## src/rtl/omega_pkg.sv

```systemverilog
package omega_pkg;

  // Perfect shuffle: rotate an lg-bit line index left by one place.
  function automatic int shuffle_pos(int pos, int lg);
    return ((pos << 1) | (pos >> (lg - 1))) & ((1 << lg) - 1);
  endfunction

  // Field offsets inside a line word {src, tag, data}.
  function automatic int tag_lsb(int data_w);
    return data_w;
  endfunction

  function automatic int src_lsb(int data_w, int lg);
    return data_w + lg;
  endfunction

endpackage

```

## src/rtl/omega_switch2.sv

```systemverilog
module omega_switch2 #(
  parameter int W   = 14,
  parameter int SEL = 8
) (
  input  logic         up_v,
  input  logic [W-1:0] up_w,
  input  logic         lo_v,
  input  logic [W-1:0] lo_w,
  output logic         o0_v,
  output logic [W-1:0] o0_w,
  output logic         o1_v,
  output logic [W-1:0] o1_w
);

  logic up_to_lo, lo_to_lo;

  assign up_to_lo = up_w[SEL];
  assign lo_to_lo = lo_w[SEL];

  // Upper output: the upper input has precedence.
  always_comb begin
    o0_v = 1'b0;
    o0_w = up_w;
    if (up_v && !up_to_lo) begin
      o0_v = 1'b1;
      o0_w = up_w;
    end else if (lo_v && !lo_to_lo) begin
      o0_v = 1'b1;
      o0_w = lo_w;
    end
  end

  // Lower output: the upper input has precedence.
  always_comb begin
    o1_v = 1'b0;
    o1_w = lo_w;
    if (up_v && up_to_lo) begin
      o1_v = 1'b1;
      o1_w = up_w;
    end else if (lo_v && lo_to_lo) begin
      o1_v = 1'b1;
      o1_w = lo_w;
    end
  end

endmodule

```

## src/rtl/omega_stage.sv

```systemverilog
module omega_stage #(
  parameter int LOG     = 3,
  parameter int W       = 14,
  parameter int TAG_BIT = 8,
  localparam int N      = 1 << LOG
) (
  input  logic [N-1:0]   in_v,
  input  logic [N*W-1:0] in_w,
  output logic [N-1:0]   out_v,
  output logic [N*W-1:0] out_w
);

  logic [N-1:0]   sh_v;
  logic [N*W-1:0] sh_w;

  // Perfect-shuffle wiring ahead of the switch column.
  for (genvar p = 0; p < N; p++) begin : g_shuf
    localparam int Q = omega_pkg::shuffle_pos(p, LOG);
    assign sh_v[Q]         = in_v[p];
    assign sh_w[Q*W +: W]  = in_w[p*W +: W];
  end

  // Column of two-by-two exchange switches.
  for (genvar s = 0; s < N/2; s++) begin : g_sw
    omega_switch2 #(.W(W), .SEL(TAG_BIT)) u_sw (
      .up_v (sh_v[2*s]),
      .up_w (sh_w[(2*s)*W +: W]),
      .lo_v (sh_v[2*s+1]),
      .lo_w (sh_w[(2*s+1)*W +: W]),
      .o0_v (out_v[2*s]),
      .o0_w (out_w[(2*s)*W +: W]),
      .o1_v (out_v[2*s+1]),
      .o1_w (out_w[(2*s+1)*W +: W])
    );
  end

endmodule

```

## src/rtl/omega_net.sv

```systemverilog
module omega_net #(
  parameter int LOG_PORTS = 3,
  parameter int DATA_W    = 8,
  localparam int N        = 1 << LOG_PORTS
) (
  input  logic                  clk,
  input  logic                  rst_n,
  input  logic [N-1:0]          src_valid,
  input  logic [N*LOG_PORTS-1:0] src_dest,
  input  logic [N*DATA_W-1:0]   src_data,
  output logic [N-1:0]          src_busy,
  output logic [N-1:0]          dst_valid,
  output logic [N*DATA_W-1:0]   dst_data,
  output logic [N*LOG_PORTS-1:0] dst_src
);

  localparam int W    = DATA_W + 2*LOG_PORTS;
  localparam int TLSB = omega_pkg::tag_lsb(DATA_W);
  localparam int SLSB = omega_pkg::src_lsb(DATA_W, LOG_PORTS);

  logic [N-1:0]   lv [LOG_PORTS+1];
  logic [N*W-1:0] lw [LOG_PORTS+1];

  // Build line words {source index, tag, data}.
  for (genvar i = 0; i < N; i++) begin : g_in
    assign lv[0][i]         = src_valid[i];
    assign lw[0][i*W +: W]  = {LOG_PORTS'(i),
                               src_dest[i*LOG_PORTS +: LOG_PORTS],
                               src_data[i*DATA_W +: DATA_W]};
  end

  // Stage k steers on tag bit LOG_PORTS-1-k (most significant first).
  for (genvar k = 0; k < LOG_PORTS; k++) begin : g_stage
    omega_stage #(.LOG(LOG_PORTS), .W(W), .TAG_BIT(TLSB + LOG_PORTS - 1 - k)) u_stage (
      .in_v  (lv[k]),
      .in_w  (lw[k]),
      .out_v (lv[k+1]),
      .out_w (lw[k+1])
    );
  end

  // Sources that reached an output this cycle.
  logic [N-1:0]           delivered;
  logic [LOG_PORTS-1:0]   unused_tags;

  always_comb begin
    delivered   = '0;
    unused_tags = '0;
    for (int j = 0; j < N; j++) begin
      unused_tags = unused_tags ^ lw[LOG_PORTS][j*W + TLSB +: LOG_PORTS];
      if (lv[LOG_PORTS][j])
        delivered[lw[LOG_PORTS][j*W + SLSB +: LOG_PORTS]] = 1'b1;
    end
  end

  assign src_busy = src_valid & ~delivered;

  // Registered output stage.
  always_ff @(posedge clk or negedge rst_n) begin
    if (!rst_n) begin
      dst_valid <= '0;
      dst_data  <= '0;
      dst_src   <= '0;
    end else begin
      dst_valid <= lv[LOG_PORTS];
      for (int j = 0; j < N; j++) begin
        dst_data[j*DATA_W +: DATA_W]       <= lw[LOG_PORTS][j*W +: DATA_W];
        dst_src[j*LOG_PORTS +: LOG_PORTS]  <= lw[LOG_PORTS][j*W + SLSB +: LOG_PORTS];
      end
    end
  end

endmodule

```

## config.mk

```make
export PLATFORM = sky130hd
export DESIGN_NAME = omega_net
export DESIGN_NICKNAME = d
export VERILOG_FILES = /design/src/rtl/omega_pkg.sv /design/src/rtl/omega_switch2.sv /design/src/rtl/omega_stage.sv /design/src/rtl/omega_net.sv
export SDC_FILE = /design/constraint.sdc
export NUM_CORES = 1
export LEC_CHECK = 0
export BUFFER_PORTS_ARGS = -buffer_cell sky130_fd_sc_hd__clkbuf_2
export CAP_MARGIN = 15
export CORE_ASPECT_RATIO = 2
export CORE_UTILIZATION = 55
export DETAILED_ROUTE_END_ITERATION = 16
export PLACE_DENSITY = 0.85
export RECOVER_POWER = 25
export SETUP_SLACK_MARGIN = 0.2
export SYNTH_ARGS = -nofsm -noshare
export SYNTH_HDL_FRONTEND = slang
export SYNTH_SLANG_ARGS = --single-unit
```

## constraint.sdc

```tcl
create_clock -name clk -period 5.4 [get_ports clk]
set_input_delay 0.81 -clock clk [delete_from_list [all_inputs] [get_ports clk]]
set_output_delay 0.81 -clock clk [all_outputs]
set_load 0.05 [all_outputs]
```

==> summary.txt <==
Global route
  – Global-route usage over all layers: 40.6%
  – First-pass GRT wire length: between 30 and 40 mm
  – GR Overflow Total: 0
  – Pin count of the biggest net entering global routing: 58
  – Number of antenna violations at the first check in global routing: 1
  – Via count of the first global-routing pass: 6217

Run status
  – Outcome: complete, but fails checks
  – Failing checks: capacitance limit, slew limit

Pwr
  – Pwr/cell area: between 300 and 400 nW/um^2
  – Peak supply drop: around 0.28 mV
  – Leak: about 4.0 nW
  – Total power: between 2 and 3 mW

Yosys
  – Mean cell area of the mapped netlist: between 10 and 15 um^2
  – Number of different library cells in the post-synthesis netlist: 85
  – Count of synthesis-stage warnings from yosys: 0
  – Post-Synthesis Net Count: about 700
  – Share of synthesized flip-flops with an asynchronous set or reset: 100%
  – Post-synthesis register bit count: between 90 and 100
  – Leading register cell type out of synthesis: dfrtp_1
  – Post-synth EDFFs: 0
  – Total standard cell area after synthesis: 6550 um^2
  – Number of instances in the synthesized netlist: approximately 600
  – Sequential-to-total area share from yosys stat: roughly 37%

Floorplan
  – Die Area: approximately 12000 um^2
  – Height of the die: between 150 and 200 um
  – Chip width: approximately 79 um
  – Count of pins on the block boundary: 202
  – Core Area: around 12000 um^2
  – Initial core utilization: between 50 and 60%
  – Num rows: between 50 and 60

Worst setup path
  – Kind of start point of the critical path: primary input
  – Longest individual stage delay on the worst path: between 600 and 700 ps
  – Kind of cell with the highest combined delay on the critical path: simple AND/OR/NAND/NOR gates
  – Slowest stage cell on the critical path: nand2_1
  – Critical path type: in -> out
  – Cell seen most often among critical-path stages: clkbuf_2
  – Arrival time at the worst endpoint: roughly 3500 ps
  – Number of gates on the worst path with buffers counted: 8
  – Critical path required time: roughly 4600 ps
  – Critical path endpoint category: output port
  – Buf+Inv Stages, Crit Path: 2
  – Largest fanout on the critical path: 13
  – Critical path, cell by cell: clkbuf_2 > nand2_1 > mux2_2 > o21ai_1 > nand4_1 > a21oi_1 > nor4_1 > clkbuf_2

Timing
  – RSZ-0062 raised after global routing: false
  – Final sum of negative setup slack: 0 ps
  – # setup viols final: 0
  – Worst Tran Pin Value: 2110 ps
  – Top achievable clock speed: 0.234 GHz
  – Min cycle time layout: between 4000 and 5000 ps
  – Final Hold Viols: 0
  – Worst slew margin: -40.6%
  – Share of the cycle needed by the critical path after routing: about four fifths
  – Final count of pins violating max slew: roughly 40

CTS
  – Total of cells resized after clock tree synthesis: 0
  – Clock tree from TritonCTS: done
  – TritonCTS Sinks: between 90 and 100
  – Total CTS buffers: 9
  – Max H-tree Level: 3
  – Cell chosen for the clock root: clkbuf_16
  – Maximum clock path buffer count: 2
  – Worst-path clk slew: ~70 ps
  – CTS hold repair buffers: 0
  – Number of buffers inserted by post-CTS setup repair: 0

Hold path
  – Class of the tightest hold or removal check: in -> reg
  – Hold path depth: 3
  – Min-delay src: src_dest[12]
  – Hold endpoint: dst_src[22]

Job
  – Max_cap viols: 1

Finish
  – Final instance area: a little under 8000 um^2
  – Area growth, synth to finish: 19.1%
  – Antenna diode instance count: 0
  – Fraction of final layout cells sized beyond drive strength 1: between 30% and 40%
  – Final Net Count: 878
  – Fill count: 979

Routing
  – Wirelength, routed: approximately 24 mm
  – DRC violation count after routing: 0
  – Wirelength per Cell: 26.3 um
  – Vias per cell: between 6 and 7
  – Iteration count of the initial detailed-routing pass: 5
  – Remaining antenna violation count: 0
  – Initial DRC count: just under 500
  – Via count: slightly below 6000

Placed design
  – Placed wire-length estimate after detailed placement: 18.9 mm
  – Count of input and output buffers: 200
  – Routability-driven placement congestion ratio: ~1
  – Area after DPL: between 7000 and 8000 um^2
## tightest hold or removal path, cell delays in order
cell      delay (ps)
clkbuf_2         150
a32o_1           230
a21oi_1           50
## cells in the mapped netlist (5+ instances only)
cell type | n | area (um^2)
and2_1 | 5 | 31.3
inv_1 | 10 | 37.5
buf_2 | 19 | 95.1
nand4_1 | 7 | 43.8
mux2i_1 | 136 | 1360
nor2_1 | 16 | 60.1
nand2_1 | 40 | 150
nand3b_1 | 9 | 67.6
dfrtp_1 | 96 | 2400
a21oi_1 | 18 | 90.1
mux2_4 | 5 | 75.1
nand3_1 | 14 | 70.1
nand2b_1 | 10 | 62.6
mux2_2 | 64 | 721
o21ai_0 | 13 | 65.1
nor3_1 | 5 | 25.0
buf_4 | 8 | 60.1
and3_1 | 5 | 31.3
buf_6 | 6 | 67.6
## through the flow
step	utilization, %	setup WS (ps)	hold slack [ps]	cells
finish	67.1	1120	936	930
global route	67.1	970	976	930
CTS	67.4	1200	441	930
detailed placement	65.0	1220	809	914
global placement	65.0	1270	790	914
floorplan	-	298	514	598
## logic make-up after synthesis
kind of cell / share of synthesized area (%)
xor+xnor: 0.134
simple gates: 14.1
compound gates: 11.5
buf+inv: 4.20
flops: 36.7
other cells: 0.0572
mux: 33.3
## cells in the final DEF, fill, tap and decap left out, types with 11 or more instances in the layout
| cell | count |
|---|---|
| dfrtp_1 | 96 |
| nand2_1 | 40 |
| a21oi_1 | 18 |
| clkbuf_2 | 178 |
| o21ai_0 | 11 |
| clkbuf_1 | 24 |
| mux2_2 | 64 |
| mux2i_1 | 136 |
| nor2_1 | 16 |
| nand3_1 | 14 |
## layout make-up
class / count / area, um^2 / area share (%)
clock buffer: 10 / 229 / 2.93
tap: 145 / 181 / 2.33
sequential: 96 / 2400 / 30.8
clock inverter: 6 / 47.5 / 0.609
inverter: 11 / 41.3 / 0.529
timing repair buffer: 207 / 1020 / 13.1
multi-input combinational: 455 / 3880 / 49.7
## how the worst max path moves through the flow
| stage | from | endpoint | slack, ps |
|---|---|---|---|
| after CTS | src_valid[1] | src_busy[5] | 1200 |
| final | src_valid[1] | src_busy[5] | 1120 |
| after floorplan | src_dest[2] | src_busy[6] | 300 |
| after global placement | src_valid[1] | src_busy[5] | 1270 |
| after global routing | src_valid[3] | src_busy[5] | 970 |
| after detailed placement | src_valid[1] | src_busy[5] | 1220 |
## sequential cells by signal, summed over array words and instances, names as in the netlist
signal,flops
dst_valid,8
dst_data,64
dst_src,24
## per-layer routing
metal	global-route usage, %	wire length [um]	up-vias
met3	7.00	1220	100
met5	0	13	-
met1	38.5	7870	2863
met2	73.7	13100	291
met4	33.6	2180	2
li1	-	-	2600
## report_power, final
part           leakage, nW  total [mW]  switching (mW)  internal [mW]
sequential            1.12       0.866          0.0469          0.819
combinational         2.70        1.03           0.752          0.279
clock                0.134       0.614           0.295          0.319
total                 3.96        2.51            1.09           1.42
No activity file was read; power rests on OpenSTA's default activity.
